**src/rtl/spim_pkg.sv**
```systemverilog
`timescale 1ns/1ps
// Shared register offsets, control bit positions and the stored control
// fields of the SPI master. Offsets and bit positions are what host
// software decodes, so they are fixed here for every instance.
package spim_pkg;
    localparam logic [7:0] A_CTRL = 8'h60;
    localparam logic [7:0] A_STAT = 8'h64;
    localparam logic [7:0] A_TXD  = 8'h68;
    localparam logic [7:0] A_RXD  = 8'h6C;
    localparam logic [7:0] A_SSEL = 8'h70;

    localparam int B_LOOP  = 0;
    localparam int B_EN    = 1;
    localparam int B_MST   = 2;
    localparam int B_CPOL  = 3;
    localparam int B_CPHA  = 4;
    localparam int B_TXCLR = 5;
    localparam int B_RXCLR = 6;
    localparam int B_MANSS = 7;
    localparam int B_HOLD  = 8;
    localparam int B_LSB   = 9;

    typedef struct packed {
        logic lsb_first;
        logic hold;
        logic man_ss;
        logic cpha;
        logic cpol;
        logic master;
        logic enable;
        logic loop;
    } ctrl_t;

    // Control register image as seen by a read; flush bits are never stored.
    function automatic logic [31:0] ctrl_image(ctrl_t c);
        logic [31:0] w;
        w          = '0;
        w[B_LOOP]  = c.loop;
        w[B_EN]    = c.enable;
        w[B_MST]   = c.master;
        w[B_CPOL]  = c.cpol;
        w[B_CPHA]  = c.cpha;
        w[B_MANSS] = c.man_ss;
        w[B_HOLD]  = c.hold;
        w[B_LSB]   = c.lsb_first;
        return w;
    endfunction
endpackage

```
**src/rtl/spim_fifo.sv**
```systemverilog
`timescale 1ns/1ps
// Synchronous FIFO with first-word fall-through output.
// Assumes DEPTH is a power of two and at least 2. A push while full or a
// pop while empty is ignored. clr empties the FIFO and wins over both.
module spim_fifo #(
    parameter int W     = 8,
    parameter int DEPTH = 4
) (
    input  logic         clk,
    input  logic         rst_n,
    input  logic         clr,
    input  logic         push,
    input  logic [W-1:0] din,
    input  logic         pop,
    output logic [W-1:0] dout,
    output logic         empty,
    output logic         full
);
    localparam int AW = $clog2(DEPTH);
    localparam logic [AW:0] CAP = (AW+1)'(DEPTH);

    logic [W-1:0]  mem [DEPTH];
    logic [AW-1:0] wr_ptr, rd_ptr;
    logic [AW:0]   count;
    logic          do_push, do_pop;

    assign empty   = (count == '0);
    assign full    = (count == CAP);
    assign do_push = push && !full;
    assign do_pop  = pop && !empty;
    assign dout    = mem[rd_ptr];

    // Storage write; contents need no reset.
    always_ff @(posedge clk) begin
        if (do_push && !clr) mem[wr_ptr] <= din;
    end

    // Pointer and occupancy update.
    always_ff @(posedge clk) begin
        if (!rst_n || clr) begin
            wr_ptr <= '0;
            rd_ptr <= '0;
            count  <= '0;
        end else begin
            if (do_push) wr_ptr <= wr_ptr + 1'b1;
            if (do_pop)  rd_ptr <= rd_ptr + 1'b1;
            case ({do_push, do_pop})
                2'b10:   count <= count + 1'b1;
                2'b01:   count <= count - 1'b1;
                default: count <= count;
            endcase
        end
    end

    // a write into a full FIFO changes nothing.
    p_no_overflow_r8: assert property (@(posedge clk) disable iff (!rst_n)
        (push && full && !pop && !clr) |=> (count == $past(count)));
    // a flush leaves the FIFO empty.
    p_flush_empty_r9: assert property (@(posedge clk) disable iff (!rst_n)
        clr |=> empty);
endmodule

```
**src/rtl/spim_shift.sv**
```systemverilog
`timescale 1ns/1ps
// Serial shift engine: sends one W-bit word while capturing one.
// Each bit takes two half-periods of DIV_HALF clocks. After the last edge
// one further half-period passes with sclk idle before busy drops, so the
// select line never moves together with an sclk edge. Mode inputs must be
// stable while busy is high.
module spim_shift #(
    parameter int W        = 8,
    parameter int DIV_HALF = 2
) (
    input  logic         clk,
    input  logic         rst_n,
    input  logic         start,
    input  logic [W-1:0] word,
    input  logic         cpol,
    input  logic         cpha,
    input  logic         lsb_first,
    input  logic         loop,
    input  logic         miso,
    output logic         busy,
    output logic         sclk,
    output logic         mosi,
    output logic         done,
    output logic [W-1:0] rx_word
);
    localparam int CW = (DIV_HALF > 1) ? $clog2(DIV_HALF) : 1;
    localparam int EW = $clog2(2*W + 1);
    localparam logic [CW-1:0] HMAX = CW'(DIV_HALF - 1);
    localparam logic [EW-1:0] LAST = EW'(2*W - 1);
    localparam logic [EW-1:0] TAIL = EW'(2*W);

    logic          busy_q, phase_q;
    logic [CW-1:0] hcnt_q;
    logic [EW-1:0] ecnt_q;
    logic [W-1:0]  tx_sr, rx_sr, rx_next;
    logic          edge_now, toggle, sample_now, shift_now, din;

    assign mosi       = lsb_first ? tx_sr[0] : tx_sr[W-1];
    assign din        = loop ? mosi : miso;
    assign edge_now   = busy_q && (hcnt_q == HMAX);
    assign toggle     = edge_now && (ecnt_q != TAIL);
    assign sample_now = toggle && (ecnt_q[0] == cpha);
    assign shift_now  = toggle && (ecnt_q[0] != cpha) && (ecnt_q != '0);
    assign rx_next    = lsb_first ? {din, rx_sr[W-1:1]} : {rx_sr[W-2:0], din};
    assign done       = toggle && (ecnt_q == LAST);
    assign rx_word    = sample_now ? rx_next : rx_sr;
    assign sclk       = cpol ^ phase_q;
    assign busy       = busy_q;

    // Word sequencing: half-period timer, edge counter, both shift registers.
    always_ff @(posedge clk) begin
        if (!rst_n) begin
            busy_q  <= 1'b0;
            phase_q <= 1'b0;
            hcnt_q  <= '0;
            ecnt_q  <= '0;
            tx_sr   <= '0;
            rx_sr   <= '0;
        end else if (!busy_q) begin
            if (start) begin
                busy_q  <= 1'b1;
                tx_sr   <= word;
                hcnt_q  <= '0;
                ecnt_q  <= '0;
                phase_q <= 1'b0;
            end
        end else if (!edge_now) begin
            hcnt_q <= hcnt_q + 1'b1;
        end else begin
            hcnt_q <= '0;
            if (!toggle) begin
                busy_q <= 1'b0;
            end else begin
                phase_q <= ~phase_q;
                ecnt_q  <= ecnt_q + 1'b1;
            end
            if (sample_now) rx_sr <= rx_next;
            if (shift_now)
                tx_sr <= lsb_first ? {1'b0, tx_sr[W-1:1]} : {tx_sr[W-2:0], 1'b0};
        end
    end

    // a word ends only after all 2W edges and the idle tail.
    p_word_len_r7: assert property (@(posedge clk) disable iff (!rst_n)
        $fell(busy_q) |-> ($past(ecnt_q) == TAIL));
    // between words the clock sits at its idle phase.
    p_idle_clk_r5: assert property (@(posedge clk) disable iff (!rst_n)
        !busy_q |-> !phase_q);
endmodule

```
**src/rtl/spim_ctrl.sv**
```systemverilog
`timescale 1ns/1ps
// SPI master top: register decode, TX and RX FIFOs, and the shift engine.
// Assumes single-cycle register strobes. bus_rdata is combinational from
// bus_addr, and a read strobe at the RX data offset pops one word at the
// clock edge. Mode bits should only change while no word is shifting.
module spim_ctrl #(
    parameter int W        = 8,
    parameter int DEPTH    = 4,
    parameter int DIV_HALF = 2,
    parameter int NSS      = 4
) (
    input  logic           clk,
    input  logic           rst_n,
    input  logic           bus_wr,
    input  logic           bus_rd,
    input  logic [7:0]     bus_addr,
    input  logic [31:0]    bus_wdata,
    output logic [31:0]    bus_rdata,
    output logic           sclk,
    output logic           mosi,
    input  logic           miso,
    output logic [NSS-1:0] ss_n
);
    import spim_pkg::*;

    ctrl_t          ctrl_q;
    logic [NSS-1:0] ssr_q;
    logic           wr_ctrl, wr_ssel, wr_txd, rd_rxd;
    logic           tx_empty, tx_full, rx_empty, rx_full;
    logic [W-1:0]   tx_dout, rx_dout, rx_word;
    logic           go, start, busy, done;
    logic           unused_wbits;

    assign unused_wbits = ^bus_wdata;
    assign wr_ctrl = bus_wr && (bus_addr == A_CTRL);
    assign wr_ssel = bus_wr && (bus_addr == A_SSEL);
    assign wr_txd  = bus_wr && (bus_addr == A_TXD);
    assign rd_rxd  = bus_rd && (bus_addr == A_RXD);
    assign go      = ctrl_q.enable && ctrl_q.master && !ctrl_q.hold;
    assign start   = go && !tx_empty && !busy;
    assign ss_n    = (ctrl_q.man_ss || busy) ? ssr_q : '1;

    // Stored control fields and slave-select register.
    always_ff @(posedge clk) begin
        if (!rst_n) begin
            ctrl_q      <= '0;
            ctrl_q.hold <= 1'b1;
            ssr_q       <= '1;
        end else begin
            if (wr_ctrl) begin
                ctrl_q.loop      <= bus_wdata[B_LOOP];
                ctrl_q.enable    <= bus_wdata[B_EN];
                ctrl_q.master    <= bus_wdata[B_MST];
                ctrl_q.cpol      <= bus_wdata[B_CPOL];
                ctrl_q.cpha      <= bus_wdata[B_CPHA];
                ctrl_q.man_ss    <= bus_wdata[B_MANSS];
                ctrl_q.hold      <= bus_wdata[B_HOLD];
                ctrl_q.lsb_first <= bus_wdata[B_LSB];
            end
            if (wr_ssel) ssr_q <= bus_wdata[NSS-1:0];
        end
    end

    // Read data selection; an empty RX port reads as zero.
    always_comb begin
        case (bus_addr)
            A_CTRL:  bus_rdata = ctrl_image(ctrl_q);
            A_STAT:  bus_rdata = {27'd0, 1'b0, tx_full, tx_empty, rx_full, rx_empty};
            A_RXD:   bus_rdata = rx_empty ? 32'd0 : 32'(rx_dout);
            A_SSEL:  bus_rdata = 32'(ssr_q);
            default: bus_rdata = 32'd0;
        endcase
    end

    spim_fifo #(.W(W), .DEPTH(DEPTH)) u_txq (
        .clk(clk), .rst_n(rst_n), .clr(wr_ctrl && bus_wdata[B_TXCLR]),
        .push(wr_txd), .din(bus_wdata[W-1:0]), .pop(start),
        .dout(tx_dout), .empty(tx_empty), .full(tx_full));

    spim_fifo #(.W(W), .DEPTH(DEPTH)) u_rxq (
        .clk(clk), .rst_n(rst_n), .clr(wr_ctrl && bus_wdata[B_RXCLR]),
        .push(done), .din(rx_word), .pop(rd_rxd),
        .dout(rx_dout), .empty(rx_empty), .full(rx_full));

    spim_shift #(.W(W), .DIV_HALF(DIV_HALF)) u_shift (
        .clk(clk), .rst_n(rst_n), .start(start), .word(tx_dout),
        .cpol(ctrl_q.cpol), .cpha(ctrl_q.cpha), .lsb_first(ctrl_q.lsb_first),
        .loop(ctrl_q.loop), .miso(miso), .busy(busy), .sclk(sclk),
        .mosi(mosi), .done(done), .rx_word(rx_word));

    // while held off, the shifter stays idle.
    p_hold_idle_r4: assert property (@(posedge clk) disable iff (!rst_n)
        (!go && !busy) |=> !busy);
endmodule

```
**config.mk**
```make
export PLATFORM = sky130hd
export DESIGN_NAME = spim_ctrl
export DESIGN_NICKNAME = d
export VERILOG_FILES = /design/src/rtl/spim_pkg.sv /design/src/rtl/spim_fifo.sv /design/src/rtl/spim_shift.sv /design/src/rtl/spim_ctrl.sv
export SDC_FILE = /design/constraint.sdc
export NUM_CORES = 1
export LEC_CHECK = 0
export ABC_AREA = 1
export BUFFER_PORTS_ARGS = -buffer_cell sky130_fd_sc_hd__buf_2
export CAP_MARGIN = 20
export CORE_AREA = 2 2 114 116
export CTS_CLUSTER_SIZE = 10
export DETAILED_ROUTE_END_ITERATION = 12
export DIE_AREA = 0 0 116 118
export PLACE_DENSITY = 0.76
export SLEW_MARGIN = 20
export SYNTH_ARGS = -nofsm -noshare
export SYNTH_HDL_FRONTEND = slang
export SYNTH_SLANG_ARGS = --single-unit
export TNS_END_PERCENT = 30
```
**constraint.sdc**
```tcl
create_clock -name clk -period 2.7 [get_ports clk]
set_clock_uncertainty 0.2 [all_clocks]
set_input_delay 0.27 -clock clk [delete_from_list [all_inputs] [get_ports clk]]
set_output_delay 0.27 -clock clk [all_outputs]
set_load 0.05 [all_outputs]
```
After elaboration in Yosys (flattened, before gate mapping)
Memories as Yosys holds them, arrays and structs flattened. A register that Yosys moved wholly into a read port is not among the register bits.
Cells that the tools add are included.
Widths: inputs -> output; s select.
{ "totals": {"ff_bits": 50, "latchBits": 0, "ram_bits": 64, "rom_bits": 0, "inputBits": 45, "output_inout_bits": 38, "wordCells": 132, "mem_count": 2} }
{ "classes": {"addsub": 10, "multipliers": 0, "n_div": 0, "magnitude_cmp": 0, "eq_ne": 18, "shifts": 0, "muxes": 36, "n_bitwise": 2, "n_reduce_logical": 43} }
{ "memory_table": {"columns": ["name", "depth", "width", "rd", "rd_ports_with_merged_regs", "wr", "line_no", "text"], "rows": [
  ["u_rxq.mem", 4, 8, 1, 1, 1, "spim_fifo.sv:22", "logic [W-1:0] mem [DEPTH];"],
  ["u_txq.mem", 4, 8, 1, 1, 1, "spim_fifo.sv:22", null]
]} }
{ "op_table": {"columns": ["cell", "n"], "rows": [
  ["$mux 8", 8],
  ["$eq 8x7->1 const B", 5],
  ["$pmux 10 s4", 1],
  ["$logic_and 1x1->1", 22],
  ["$mux 5", 4],
  ["$mux 1", 16],
  ["$pmux 3 s2", 2],
  ["$logic_not 1->1", 9],
  ["$add 2x1->2 const B", 4],
  ["$mux 2", 4],
  ["$add 3x1->3 const B", 2],
  ["$eq 3x3->1 const B", 2],
  ["$logic_not 3->1", 2],
  ["$ne 2x2->1 const B", 3],
  ["$reduce_and 3->1", 2],
  ["$reduce_bool 2->1", 3],
  ["$sub 3x1->3 const B", 2],
  ["$add 5x1->5 const B", 1],
  ["$eq 5x4->1 const B", 1],
  ["$ne 5x5->1 const B", 1],
  ["$reduce_bool 5->1", 1],
  ["$eq 2x1->1 const B", 2],
  ["$eq 2x2->1 const B", 2],
  ["$mux 4", 1],
  ["other kinds (7)", 9]
]} }

Depth between registers and ports, before layout
Gate-level depths: netlist of the first run.
{ "logic_depth": {"word_depth": 7, "ltp_mapped": 15, "mapped_depth_nobuf": 15} }

By module
Synthesis of the first run repeated with hierarchy kept, for this count alone.
{ "unflattened": {"hier_cells": 703, "area_unflattened_um2": 6084.6} }
{ "modules_own_cells": {"columns": ["module", "instances", "cells_per_inst", "area_each_um2", "seq_area_each_um2"], "rows": [
  ["spim_fifo", 2, 154, 1717.9, 1141.1],
  ["spim_shift", 1, 209, 1497.7, 480.5],
  ["spim_ctrl", 1, 186, 1151.1, 240.2]
]} }

Worst setup path before layout of the first run
No wires, ideal clock.
{ "synth_timing": {"path_kind": "in2out", "startpoint": "input bus_addr[6]", "endpoint": "output bus_rdata[4]", "arrival_time_ps": 1887, "required_time_ps": 2230, "path_slack_ps": 343, "cell_stages": 6, "n_path_buf": 0, "path_cell_list": "inv_1 > nor2_1 > nand2_2 > nor2_4 > nand2_1 > o21ai_0"} }
{ "synth_via": {"elab_chain_len": 2, "elab_cells_between_ends": 5, "cone_classes": "4 x eq/ne; 1 x mux"} }
{ "synth_rtl": {"columns": ["item", "line_no", "text"], "rows": [
  ["start: declaration", "spim_ctrl.sv:16", "input logic [7:0] bus_addr,"],
  ["$eq 8x7->1", "spim_ctrl.sv:66", "case (bus_addr)"],
  ["$pmux 10 s4 *", "spim_ctrl.sv:66", null],
  ["end: declaration", "spim_ctrl.sv:18", "output logic [31:0] bus_rdata,"]
]} }
Every way passes the cells marked *; elsewhere a longest branch is shown, timed or not.

Final worst setup path of the first run
{ "layout_timing": {"startpoint": "register u_rxq.count[1]", "endpoint": "output bus_rdata[4]"} }
{ "layout_via": {"elab_chain_len": 3} }
{ "layout_rtl": {"columns": ["item", "line_no", "text"], "rows": [
  ["start: declaration", "spim_fifo.sv:24", "logic [AW:0] count;"],
  ["start signal: assignment", "spim_fifo.sv:48", "2'b10: count <= count + 1'b1;"],
  ["start signal: assignment", "spim_fifo.sv:49", "2'b01: count <= count - 1'b1;"],
  ["start signal: assignment", "spim_fifo.sv:50", "default: count <= count;"],
  ["$logic_not 3->1", "spim_fifo.sv:27", "assign empty = (count == '0);"],
  ["$mux 8", "spim_ctrl.sv:69", "A_RXD: bus_rdata = rx_empty ? 32'd0 : 32'(rx_dout);"],
  ["$pmux 10 s4", "spim_ctrl.sv:66", null]
]} }
No other way between the ends.

==> summary.txt, run 1 <==
outcome: complete, no violations
DRC: 0
chip width: 116 um
GRT Total Usage: 0.200
# IOs: 83
Sink Count: 118
Cells after Synth: 663
CTS tree: yes
Clock Tree Root: clkbuf_16
unrepaired setup endpoints after global routing: no
clock power share: 0.515
Syn-to-layout area delta: 17.5%
setup_tns: 0 ns
DP HPWL: 8650 um
Leak: 2.83 nW
Int Pwr: 0.00329 W
met3 Resource Use GR: 0.0551
vias: 4509
Cells after DPL: 868
ys async rst share: 0
slowest CP cell: buf_2
Critical Path Most Common Cell: o21ai_0
port buffer count: 38
Critical Path RT: 2.23 ns
VDD IR-drop max: 0.280 mV
met1 Resource Use GR: 0.263
Critical Path AT: 2.02 ns
CTS Buf Count: 17
non-filler cells, final: 911
largest net degree at the start of global routing: 22
min cycle time layout: 2.49 ns
maximum clock path buffer count: 2
Mapped Area: 0.00576 mm2
final worst slack: 0.209 ns
pre-CTS setup slack: 0.205 ns
initial antenna violation count: 0
Die ar.: 0.0137 mm2
diode count: 0
slew margin rel.: 0.567
Switch Pwr: 0.000904 W
initial core utilization: 0.464
vias in the first global route: 4266
Via-to-Cell Ratio: 4.95
crit-path max cell delay: 0.34 ns
Initial DRT Pass Iterations: 5
core area: 0.0124 mm2
Synth cell types: 36
period utilization: 0.922
Row Count: 41
clk_lat worst skew: 0.42 ns
FMAX: 0.402 GHz
ys flop type: edfxtp_1
post-CTS setup buffer count: 0
Slew @ Worst Pin: 0.649 ns
fraction of final layout cells sized beyond drive strength 1: 0.164
final hold violation count: 0
Avg Inst Size Synth: 8.69 um2
placed cell area: 0.00608 mm2
grt met2 use: 0.309
Synth Warn #: 0
Max FO, Critical Path: 6
fin util: 0.545
dominant cell type by area after synthesis: edfxtp_1
first-pass GRT wire length: 20900 um
final setup fails: 0
Synth top area share: 0.334
PwrDens: 620 mW/mm2
Reg power frac: 0.449
FILL cells: 1083
Worst setup SP type: flop
GRT Max-Usage Layer: met2
WL/cell: 14.1 um
H-tree depth: 4
CP Capture Type: output port
die extent in y: 118 um
Worst Setup Path Type: reg -> out
Final Slew Violations: 0
sequential share of the synthesized area: 0.521
initial drt markers: 348
Synth Register Bits: 118
routed wire length: 12800 um
Comb pwr share: 0.036
EDFF count, synth: 64
clock-pin slew on the worst setup and hold paths: 0.05 ns
Layout Nets: 786
global route overflow: 0
min-delay worst type: in -> reg
MaxCap Viol Count: 0
design area: 0.00677 mm2
Sw Share: 0.215
antenna viol nets, final: 0
synth top area cells: edfxtp_1 (33%), dfxtp_1 (19%), nand2_1 (9.3%)
RePlAce Congestion: 0.879
cells along the critical path: inv_1 -> nand3_1 -> nand2_1 -> nor2_4 -> buf_4 -> o21ai_0 -> o21ai_0 -> buf_2
[cells by family after synthesis]
group,after synthesis,share of synthesized area
AO/OA/AOI/OAI,81,0.0769
adder cells (fa/ha/maj),15,0.0352
other,1,0.000651
XOR/XNOR,8,0.0122
AND/OR/NAND/NOR,319,0.248
multiplexers,4,0.00695
flip-flops,118,0.521
buffers and inverters,117,0.0990
[Yosys cell counts (all sizes together), types with 2 or more instances]
cell type,n
a21oi,34
fa,2
edfxtp,64
nand3,53
o211ai,2
nor3,3
xor2,8
clkbuf,4
or2,3
inv,74
nand4,14
dfxtp,54
ha,13
mux2i,4
nand2,151
o21ai,41
buf,38
nor2,94
o21bai,4
[layer usage]
layer / share of wire / vias to the layer above
met5: 0 / -
met4: 0.030 / 0
met3: 0.074 / 33
met2: 0.46 / 201
met1: 0.43 / 2033
li1: - / 2242
[flip-flops by register name (all words and copies together) (netlist names), named ones only]
signal           flops
u_rxq.mem           32
u_txq.mem           32
ctrl_q               8
u_shift.rx_sr        8
u_shift.tx_sr        8
u_shift.ecnt_q       5
ssr_q                4
u_rxq.count          3
u_txq.count          3
u_rxq.rd_ptr         2
u_rxq.wr_ptr         2
u_txq.rd_ptr         2
u_txq.wr_ptr         2
u_shift.busy         1
u_shift.hcnt_q       1
u_shift.phase_q      1
[final cells by class]
type	instances	area (um2)	area share
clock buffers	25	539	0.0797
well taps	172	215	0.0318
multi-input cells	449	2270	0.335
inverters	75	283	0.0418
clock inverters	7	38.8	0.00573
flip-flops and latches	118	3000	0.444
repair buffers	65	420	0.0621
[per-stage QoR]
step / hold slack, ns / total power (W)
2_1_floorplan: 0.169 / 0.00205
3_3_place_gp: 0.271 / 0.00206
3_5_place_dp: 0.281 / 0.00206
4_1_cts: 0.0319 / 0.00421
5_1_grt: 0.0383 / 0.00431
6_report: 0.0477 / 0.00420
[final timing paths]
check	start	endpoint	slack [ns]	depth (start not counted)
worst max register to register	u_shift.ecnt_q[0]$_SDFFE_PN0P_	u_rxq.count[2]$_SDFFE_PP0P_	0.22	14
worst min-delay path	rst_n	ssr_q[1]$_SDFFE_PN1P_	0.05	2
worst max-delay path	u_rxq.count[1]$_SDFFE_PP0P_	bus_rdata[4]	0.21	8
worst min register to register	ctrl_q[2]$_SDFFE_PN0N_	ctrl_q[2]$_SDFFE_PN0N_	0.29	2
[worst max-delay path, delay by kind of cell, from the launching register on]
kind,cells,cell delay [ns]
and+or+nand+nor,3,0.42
DFF,1,0.33
buffers and inverters,3,0.57
AOI/OAI and AO/OA,2,0.28
[power groups by stage]
stage,clock (W),sequential [W],combinational [W]
4_1_cts,0.00218,0.00188,0.000148
5_1_grt,0.00227,0.00188,0.000160
2_1_floorplan,0,0.00192,0.000124
6_report,0.00216,0.00188,0.000150
3_5_place_dp,0,0.00192,0.000135
3_3_place_gp,0,0.00192,0.000135
[layout by cell type, fill, tap and decap left out, drive strengths merged]
master / netlist / routed
nand2: 151 / 151
nor2: 94 / 94
inv: 74 / 75
edfxtp: 64 / 64
dfxtp: 54 / 54
buf: 38 / 54
nand3: 53 / 53
o21ai: 41 / 41
a21oi: 34 / 34
clkbuf: 4 / 25
conb: 1 / 22
nand4: 14 / 14
ha: 13 / 13
dlygate4sd3: 0 / 11
xor2: 8 / 8
clkinv: 1 / 6
mux2i: 4 / 4
o21bai: 4 / 4
or2: 3 / 3
nor3: 3 / 3
o211ai: 2 / 2
fa: 2 / 2
nor4: 1 / 1
clkinvlp: 0 / 1
[what timing repair did]
action	CTS	global route
setup endpoints to repair	0	1
hold endpoints to repair	47	0
hold buffers	11	0
gates resized for setup	0	1
(Power assumes the default switching activity.)
==> run 2, diff against run 1 <==
- clock period: 2.7 -> 2.3 ns (I/O delays scaled with it)
==> summary.txt, run 2 (synthesis gave the netlist of run 1 again) <==
min-delay worst type: in -> reg
Layout Nets: 809
vias in the first global route: 4460
chip width: 116 um
first-pass GRT wire length: 21600 um
CTS tree: yes
most common cell after layout, fill and taps aside: nand2_1
H-tree depth: 4
outcome: complete, no violations
CP Capture Type: flop
most frequent cells in the layout: nand2_1 (141), nor2_1 (81), inv_1 (66), edfxtp_1 (64)
clk_lat worst skew: 0.42 ns
# IOs: 83
slowest CP cell: fa_2
Worst Path Buf+Inv: 2
initial drt markers: 456
Initial DRT Pass Iterations: 8
clock-pin slew on the worst setup and hold paths: 0.06 ns
die extent in y: 118 um
Clock Tree Root: clkbuf_16
core area: 0.0124 mm2
PwrDens: 736 mW/mm2
min cycle time layout: 2.25 ns
cells along the critical path: ha_4 -> nand2_2 -> nor2_2 -> ha_2 -> nand2_2 -> nor2_4 -> inv_2 -> ha_4 -> inv_4 -> fa_2 -> a21oi_2 -> o21ai_1 -> xor2_1 -> nor2_1
diode count: 0
Cells after DPL: 890
routed wire length: 13700 um
initial core utilization: 0.464
design area: 0.00712 mm2
Worst Setup Path Type: reg -> reg
initial antenna violation count: 0
overall power: 0.00524 W
placed cell area: 0.00625 mm2
GRT Total Usage: 0.205
maximum clock path buffer count: 2
VDD IR-drop max: 0.349 mV
pre-CTS setup slack: -0.0505 ns
RePlAce Congestion: 0.815
fraction of final layout cells sized beyond drive strength 1: 0.223
multi-input logic area: 0.00236 mm2
CP delay by family, top: adder cells
port buffer count: 38
DRC: 0
Top Registers: u_rxq.mem: 32 flops, u_txq.mem: 32 flops
DP HPWL: 9220 um
Register Area: 0.00301 mm2
antenna viol nets, final: 0
MaxCap Viol Count: 0
slew margin rel.: 0.517
vias: 4682
Die ar.: 0.0137 mm2
Via-to-Cell Ratio: 5.01
CTS Buf Count: 17
Max FO, Critical Path: 2
largest net degree at the start of global routing: 22
final setup fails: 0
Critical Path AT: 2.40 ns
Final Slew Violations: 0
WL/cell: 14.7 um
Sink Count: 118
Worst setup SP type: flop
period utilization: 0.977
final worst slack: 0.0521 ns
global route overflow: 0
Critical Path RT: 2.45 ns
unrepaired setup endpoints after global routing: yes
FILL cells: 1037
Slew @ Worst Pin: 0.723 ns
final hold violation count: 0
Row Count: 41
Syn-to-layout area delta: 23.6%
non-filler cells, final: 934
FMAX: 0.445 GHz
Leak: 2.97 nW
crit-path max cell delay: 0.36 ns
[run 2: changes by cell type in the layout (fill, tap and decap cells not counted), sizes merged]
cell      change
inv           -1
buf          +21
clkinvlp      +2
bufinv        +5
clkbuf        -4
[run 2: through the flow]
| stage | utilization | TNS [ns] | hold slack (ns) |
|---|---|---|---|
| after global routing | 0.574 | -0.0882 | 0.0528 |
| after detailed placement | 0.503 | -0.0505 | 0.272 |
| final | 0.574 | 0 | 0.0579 |
| after floorplan | - | 0 | 0.129 |
| after CTS | 0.564 | -0.00502 | 0.0353 |
| after global placement | 0.503 | 0 | 0.270 |
[run 2: report_power, final]
| group | internal [W] | leakage, nW | switching [W] |
|---|---|---|---|
| registers | 0.00221 | 1.03 | 0.000000506 |
| logic | 0.0000413 | 1.64 | 0.000143 |
| clock network | 0.00191 | 0.303 | 0.000932 |
[run 2: tightest hold or removal path, stage by stage]
cell and delay, ns:
buf_2 0.11, buf_4 0.20, nand3_1 0.10
[run 2: routing by layer]
layer | wire, um | track usage
met1 | 5700 | 0.270
met2 | 6640 | 0.330
met3 | 1100 | 0.0494
met4 | 277 | 0.0707
met5 | 0 | 0
[run 2: what timing repair did]
item | in CTS | in global routing
pin swaps | 0 | 13
gates resized for setup | 5 | 39
hold endpoints to repair | 48 | 0
setup endpoints to repair | 2 | 10
hold buffers | 11 | 0
buffers inserted | 0 | 1
[run 2: path summary, 6_finish.rpt]
kind,startpoint,end,slack (ns),cells after the start
worst min-delay path,rst_n,ssr_q[0]$_SDFFE_PN1P_,0.06,3
worst max-delay path,u_shift.ecnt_q[1]$_SDFFE_PN0P_,u_rxq.count[2]$_SDFFE_PP0P_,0.05,14
worst max register to register,u_shift.ecnt_q[1]$_SDFFE_PN0P_,u_rxq.count[2]$_SDFFE_PP0P_,0.05,14
worst min register to register,u_rxq.count[1]$_SDFFE_PP0P_,u_rxq.count[1]$_SDFFE_PP0P_,0.30,2
[run 2: final cells by class]
class	instances	share of cell area
Inverter	75	0.0407
Clock inverter	13	0.0288
Sequential cell	118	0.423
Multi-Input combinational cell	449	0.331
Timing Repair Buffer	88	0.0862
Tap cell	172	0.0302
Clock buffer	19	0.0608
